`config.mk`:
```
export PLATFORM = sky130hd
export DESIGN_NAME = fsts_gen
export DESIGN_NICKNAME = d
export VERILOG_FILES = /design/src/rtl/fsts_pkg.sv /design/src/rtl/fsts_toggle.sv /design/src/rtl/fsts_region.sv /design/src/rtl/fsts_settle.sv /design/src/rtl/fsts_mux.sv /design/src/rtl/fsts_gen.sv
export SDC_FILE = /design/constraint.sdc
export NUM_CORES = 1
export LEC_CHECK = 0
export BUFFER_PORTS_ARGS = -buffer_cell sky130_fd_sc_hd__buf_2
export CAP_MARGIN = 20
export CORE_MARGIN = 5
export CORE_UTILIZATION = 49
export DETAILED_ROUTE_END_ITERATION = 16
export PLACE_DENSITY = 0.86
export SLEW_MARGIN = 15
export SYNTH_ARGS = -nofsm -noshare
export SYNTH_HDL_FRONTEND = slang
export SYNTH_HIERARCHICAL = 1
export SYNTH_SLANG_ARGS = --single-unit
```
`constraint.sdc`:
```
create_clock -name clk -period 7.4 [get_ports clk]
set_clock_uncertainty 0.2 [all_clocks]
set_input_delay 0 -clock clk [delete_from_list [all_inputs] [get_ports clk]]
set_output_delay 0 -clock clk [all_outputs]
set_load 0.05 [all_outputs]
```
`src/rtl/fsts_pkg.sv`:
```
package fsts_pkg;

   // Status bit positions; software polling routines decode these.
   localparam int POLL_BIT = 7;
   localparam int TGL_BIT  = 6;
   localparam int SUSP_BIT = 2;

   typedef enum logic [2:0] {
      RM_ARRAY  = 3'd0,
      RM_PROG   = 3'd1,
      RM_ERASE  = 3'd2,
      RM_HIT    = 3'd3,
      RM_SETTLE = 3'd4
   } rd_mode_e;

endpackage

```
`src/rtl/fsts_toggle.sv`:
```
module fsts_toggle (
   input  logic clk,
   input  logic rst_n,
   input  logic rd_en_i,
   input  logic adv_run_i,
   input  logic adv_sus_i,
   output logic tgl_run_o,
   output logic tgl_sus_o
);

   logic rd_q;
   logic strobe;

   // one strobe per read access, however long rd_en_i stays high
   assign strobe = rd_en_i & ~rd_q;

   always_ff @(posedge clk or negedge rst_n) begin
      if (!rst_n) begin
         rd_q      <= 1'b0;
         tgl_run_o <= 1'b0;
         tgl_sus_o <= 1'b0;
      end else begin
         rd_q <= rd_en_i;
         if (strobe && adv_run_i) tgl_run_o <= ~tgl_run_o;
         if (strobe && adv_sus_i) tgl_sus_o <= ~tgl_sus_o;
      end
   end

endmodule

```
`src/rtl/fsts_region.sv`:
```
module fsts_region #(
   parameter int AW       = 21,
   parameter int SECT_LSB = 11,
   parameter int BLK_LSB  = 15
) (
   input  logic [AW-1:0] rd_addr_i,
   input  logic [AW-1:0] susp_addr_i,
   input  logic          susp_blk_i,
   output logic          hit_o
);

   localparam logic [AW-1:0] ONE       = {{(AW-1){1'b0}}, 1'b1};
   localparam logic [AW-1:0] SECT_MASK = ~((ONE << SECT_LSB) - ONE);
   localparam logic [AW-1:0] BLK_MASK  = ~((ONE << BLK_LSB) - ONE);

   generate
      if (SECT_LSB >= BLK_LSB) begin : g_bad
         $error("fsts_region: sector must be smaller than block");
      end
      if (BLK_LSB >= AW) begin : g_bad_aw
         $error("fsts_region: block size exceeds address space");
      end
   endgenerate

   logic [AW-1:0] diff;
   logic [AW-1:0] mask;

   always_comb begin
      diff  = rd_addr_i ^ susp_addr_i;
      mask  = susp_blk_i ? BLK_MASK : SECT_MASK;
      hit_o = ((diff & mask) == '0);
   end

endmodule

```
`src/rtl/fsts_settle.sv`:
```
module fsts_settle #(
   parameter int DW         = 16,
   parameter int SETTLE_CYC = 8,
   parameter int POLL       = 7
) (
   input  logic          clk,
   input  logic          rst_n,
   input  logic          busy_i,
   input  logic          susp_i,
   input  logic [DW-1:0] cap_word_i,
   input  logic [DW-1:0] array_i,
   output logic          act_o,
   output logic [DW-1:0] word_o
);

   generate
      if (SETTLE_CYC == 0) begin : g_none
         assign act_o  = 1'b0;
         assign word_o = array_i;
      end else begin : g_win
         localparam int CW = $clog2(SETTLE_CYC + 1);
         localparam logic [CW-1:0] LOAD = CW'(SETTLE_CYC);

         logic          busy_q;
         logic [CW-1:0] cnt;

         always_ff @(posedge clk or negedge rst_n) begin
            if (!rst_n) begin
               busy_q <= 1'b0;
               cnt    <= '0;
            end else begin
               busy_q <= busy_i;
               if (busy_q && !busy_i && !susp_i) cnt <= LOAD;
               else if (cnt != '0)               cnt <= cnt - 1'b1;
            end
         end

         assign act_o = (cnt != '0);

         // per-bit snapshot of the last busy word; the polling bit is
         // never stored since it shows live data in the window
         for (genvar i = 0; i < DW; i++) begin : g_bit
            if (i == POLL) begin : g_live
               assign word_o[i] = array_i[i];
            end else begin : g_snap
               logic snap_q;
               always_ff @(posedge clk or negedge rst_n) begin
                  if (!rst_n)      snap_q <= 1'b0;
                  else if (busy_i) snap_q <= cap_word_i[i];
               end
               assign word_o[i] = snap_q;
            end
         end
      end
   endgenerate

endmodule

```
`src/rtl/fsts_mux.sv`:
```
module fsts_mux
   import fsts_pkg::*;
#(
   parameter int DW = 16
) (
   input  rd_mode_e      mode_i,
   input  logic [DW-1:0] array_i,
   input  logic [DW-1:0] settle_i,
   input  logic          pgm_bit_i,
   input  logic          tgl_run_i,
   input  logic          tgl_sus_i,
   output logic [DW-1:0] word_o
);

   always_comb begin
      word_o = array_i;
      unique case (mode_i)
         RM_PROG: begin
            word_o[POLL_BIT] = ~pgm_bit_i;
            word_o[TGL_BIT]  = tgl_run_i;
         end
         RM_ERASE: begin
            word_o[POLL_BIT] = 1'b0;
            word_o[TGL_BIT]  = tgl_run_i;
            word_o[SUSP_BIT] = tgl_sus_i;
         end
         RM_HIT: begin
            word_o[POLL_BIT] = 1'b1;
            word_o[TGL_BIT]  = 1'b1;
            word_o[SUSP_BIT] = tgl_sus_i;
         end
         RM_SETTLE: word_o = settle_i;
         default:   word_o = array_i;
      endcase
   end

endmodule

```
`src/rtl/fsts_gen.sv`:
```
module fsts_gen
   import fsts_pkg::*;
#(
   parameter int AW         = 21,
   parameter int DW         = 16,
   parameter int SECT_LSB   = 11,
   parameter int BLK_LSB    = 15,
   parameter int SETTLE_CYC = 8
) (
   input  logic          clk,
   input  logic          rst_n,
   input  logic          busy_i,
   input  logic          op_erase_i,
   input  logic          susp_i,
   input  logic          susp_blk_i,
   input  logic [AW-1:0] susp_addr_i,
   input  logic [AW-1:0] rd_addr_i,
   input  logic          pgm_bit_i,
   input  logic [DW-1:0] array_data_i,
   input  logic          rd_en_i,
   output logic [DW-1:0] rd_data_o
);

   generate
      if (DW <= POLL_BIT) begin : g_bad_dw
         $error("fsts_gen: data width too small for status bits");
      end
      if (SETTLE_CYC < 0) begin : g_bad_settle
         $error("fsts_gen: negative settle window");
      end
   endgenerate

   logic          hit;
   logic          tgl_run;
   logic          tgl_sus;
   logic          adv_sus;
   logic          settle_act;
   logic [DW-1:0] settle_word;
   rd_mode_e      mode;

   fsts_region #(
      .AW(AW), .SECT_LSB(SECT_LSB), .BLK_LSB(BLK_LSB)
   ) u_region (
      .rd_addr_i  (rd_addr_i),
      .susp_addr_i(susp_addr_i),
      .susp_blk_i (susp_blk_i),
      .hit_o      (hit)
   );

   // bit 2 follows erase activity or reads of the suspended region
   assign adv_sus = busy_i ? op_erase_i : (susp_i & hit);

   fsts_toggle u_toggle (
      .clk      (clk),
      .rst_n    (rst_n),
      .rd_en_i  (rd_en_i),
      .adv_run_i(busy_i),
      .adv_sus_i(adv_sus),
      .tgl_run_o(tgl_run),
      .tgl_sus_o(tgl_sus)
   );

   fsts_settle #(
      .DW(DW), .SETTLE_CYC(SETTLE_CYC), .POLL(POLL_BIT)
   ) u_settle (
      .clk       (clk),
      .rst_n     (rst_n),
      .busy_i    (busy_i),
      .susp_i    (susp_i),
      .cap_word_i(rd_data_o),
      .array_i   (array_data_i),
      .act_o     (settle_act),
      .word_o    (settle_word)
   );

   always_comb begin
      if (busy_i)          mode = op_erase_i ? RM_ERASE : RM_PROG;
      else if (susp_i)     mode = hit ? RM_HIT : RM_ARRAY;
      else if (settle_act) mode = RM_SETTLE;
      else                 mode = RM_ARRAY;
   end

   fsts_mux #(.DW(DW)) u_mux (
      .mode_i   (mode),
      .array_i  (array_data_i),
      .settle_i (settle_word),
      .pgm_bit_i(pgm_bit_i),
      .tgl_run_i(tgl_run),
      .tgl_sus_i(tgl_sus),
      .word_o   (rd_data_o)
   );

endmodule

```
==> results.py <==
metrics = {
    "global_routing": {
        "gr-usage-all-layers_pct": 14.89,
        "overflow": 0,
        "grt_max_degree": 24,
        "antenna_found_initial": 0,
        "grt_pass1_vias": 1218,
        "grt_pass1_wl_mm": 5.168,
    },
    "detailed_routing": {
        "wl_per_cell_um": 13.05,
        "vias_per_cell": 4.937,
        "final_antenna_net_count": 0,
        "vias": 1170,
        "wl_mm": 3.092,
        "drtPass1Iterations": 4,
        "post-route-drc-count": 0,
        "drt_iter0_markers": 44,
    },
    "timing": {
        "fin_crit_sh_pct": 49.16,
        "hold_slack_ns": -0.01051,
        "maxSlewViolCount": 0,
        "setup_tns_ns": 0,
        "hold_viol_final": 23,
        "setup_viol": 0,
        "finalCriticalPeriod_ns": 3.638,
        "max_slew_margin_pct": 45.50,
        "max_clock_freq_mhz": 274.9,
        "rsz0062_at_grt": "no",
        "worst_pin_slew_ns": 0.8149,
    },
    "clock_network": {
        "htreeDepth": 1,
        "cts_setup_buffers": 0,
        "clock_path_buffers": 2,
        "worstSkewPairLatency_ns": 0.30,
        "cts_num_sinks": 23,
        "clkTransAtPathRegs_ns": 0.13,
        "numCtsBuffers": 3,
        "cts_tree": "done",
        "root_buffer": "clkbuf_4",
    },
    "synthesis": {
        "synth_cell_types": 36,
        "ys_seq_elements": 23,
        "yosysSeqAreaShare_pct": 36.74,
        "syn_inst": 134,
        "synth_top_area_share_pct": 36.74,
        "synthArstFlopShare_pct": 100.0,
        "synth_most_common_cell": "dfrtp_1",
        "netlist_top_cells_count": "dfrtp_1, mux2_2, buf_4, xnor2_1, mux2_4",
        "synth_area_leaders": "dfrtp_1, mux2_2, mux2_4",
        "yosysTopAreaCell": "dfrtp_1",
        "syn-cell-area_mm2": 0.001567,
        "syn_avg_cell_area_um2": 11.69,
        "synth.yosys.warnings": 6,
        "synth_edf_count": 0,
        "synth-main-ff-cell": "dfrtp_1",
        "synth_fp_nets": 202,
    },
    "setup_path": {
        "r2r_start": "u_settle/g_win.cnt[0]$_DFFE_PN0P_",
        "critPathCaptureType": "output port",
        "crit_start": "u_settle/g_win.cnt[0]$_DFFE_PN0P_",
        "crit_type": "reg2out",
        "crit_path_start_kind": "flop",
        "arrival_ns": 3.44,
        "crit_required_ns": 7.20,
        "crit_fanout": 13,
    },
    "run": {
        "max_cap_violations": 0,
    },
    "placement": {
        "place_area_mm2": 0.001734,
        "dp_hpwl_mm": 2.183,
        "io_buffers": 59,
        "gp_congestion": 0.7916,
    },
    "layout": {
        "drive_above_1_share_pct": 51.81,
        "n_antenna_cell": 0,
        "syn2layout_area_growth_pct": 24.28,
        "stdcell_area_mm2": 0.001947,
        "num-fill-cells": 268,
        "nets": 262,
    },
    "floorplanning": {
        "initial_core_util_pct": 51.31,
        "io_pins": 82,
        "die_area_mm2": 0.004428,
        "die_h_um": 66.54,
        "die_x_um": 66.54,
        "core-area_mm2": 0.003053,
        "rows": 20,
    },
    "power": {
        "swShare_pct": 37.68,
        "intPower_mw": 0.2651,
        "power.leakage_nw": 0.9209,
        "p_switching_mw": 0.1603,
        "vdd_drop_max_uv": 135.6,
        "power_mw": 0.4253,
        "pwr-share-clk_pct": 13.4,
        "p_seq_share_pct": 41.9,
        "p_per_area_mw_per_mm2": 218.5,
        "pwr-share-comb_pct": 44.6,
    },
    "outcome": {
        "status": "finished with violations",
        "violations": "negative hold slack",
    },
    "worst_hold_path": {
        "hold_class": "in2async",
    },
}
-- worst paths after layout --
check	endpoint	slack (ns)	cells after the start
max in group asynchronous	u_settle/g_win.g_bit[1].g_snap.snap_q$_DFFE_PN0P_	6.67	2
min in group clk	u_settle/g_win.g_bit[6].g_snap.snap_q$_DFFE_PN0P_	0.03	4
hold / removal	u_settle/g_win.cnt[1]$_DFFE_PN0P_	-0.01	2
setup / recovery	rd_data_o[15]	3.76	9
setup reg to reg	u_settle/g_win.g_bit[15].g_snap.snap_q$_DFFE_PN0P_	3.91	9
hold reg to reg	u_toggle/tgl_sus_o$_DFFE_PN0P_	0.29	1
-- final cells by class --
| class | instances | area (um^2) | share of cell area, % |
|---|---|---|---|
| multi-input combinational | 82 | 783.3 | 40.23 |
| sequential | 23 | 575.6 | 29.56 |
| timing repair buffer | 78 | 480.5 | 24.68 |
| tap | 44 | 55.05 | 2.828 |
| inverter | 6 | 25.02 | 1.285 |
| clock buffer | 3 | 22.52 | 1.157 |
| clock inverter | 1 | 5.005 | 0.2571 |
-- stage by stage --
step | hold slack [ns] | setup WS, ns | std cells | util (%)
floorplan | -0.4956 | 4.312 | 134 | -
global placement | -0.1971 | 3.821 | 214 | 56.80
detailed placement | -0.1953 | 3.799 | 214 | 56.80
CTS | 0.01245 | 3.584 | 236 | 63.61
global route | 0.01837 | 3.448 | 237 | 63.77
finish | -0.01051 | 3.762 | 237 | 63.77
-- placed cells by master, fill, tap and decap left out, types with 3 or more instances in the layout --
master	Yosys	final
buf_2	3	59
dfrtp_1	23	23
mux2_2	19	19
dlygate4sd3_1	0	18
xnor2_1	12	12
mux2_4	10	10
inv_1	5	5
nor3_1	4	4
o21ai_0	4	4
clkbuf_4	0	3
nor2_1	3	3
-- cells by family after synthesis --
kind of cell,share of synthesized area (%)
buf+inv,13.26
mux,23.88
compound gates,6.470
xor+xnor,7.828
simple gates,10.22
flops,36.74
fa+ha+maj,1.597
-- worst max-delay path, stage by stage, from the launching register on --
cell and delay [ns]:
dfrtp_1 0.39, inv_1 0.07, ha_1 0.21, or3b_1 0.29
nor3b_1 0.54, clkbuf_2 0.26, inv_4 0.05, nor3_4 0.68
mux2_2 0.42, buf_2 0.21
-- state kept, by name, indices dropped and copies added (netlist names) --
| name | cells |
|---|---|
| u_settle/g_win.cnt | 4 |
| u_toggle/rd_q | 1 |
| u_toggle/tgl_sus_o | 1 |
| u_settle/g_win.busy_q | 1 |
| u_settle/g_win.g_bit.g_snap.snap_q | 15 |
| u_toggle/tgl_run_o | 1 |
-- power groups by stage --
stage | clock [mW] | combinational (mW) | sequential (mW)
after floorplan | 0 | 0.171 | 0.176
after global placement | 0 | 0.177 | 0.180
after detailed placement | 0 | 0.182 | 0.181
after CTS | 0.0594 | 0.190 | 0.178
after global routing | 0.0653 | 0.206 | 0.183
final | 0.0572 | 0.190 | 0.178
-- metal layers --
layer | track usage (%) | wire, um
met1 | 17.21 | 1248
met2 | 28.59 | 1725
met3 | 2.192 | 105
met4 | 3.046 | 12
met5 | 0 | 0
-- repair_timing --
action	CTS	global route
endpoints found under the hold margin	45	0
hold buffers	18	0
gates resized for setup	0	0
No activity file was read; power rests on OpenSTA's default activity.
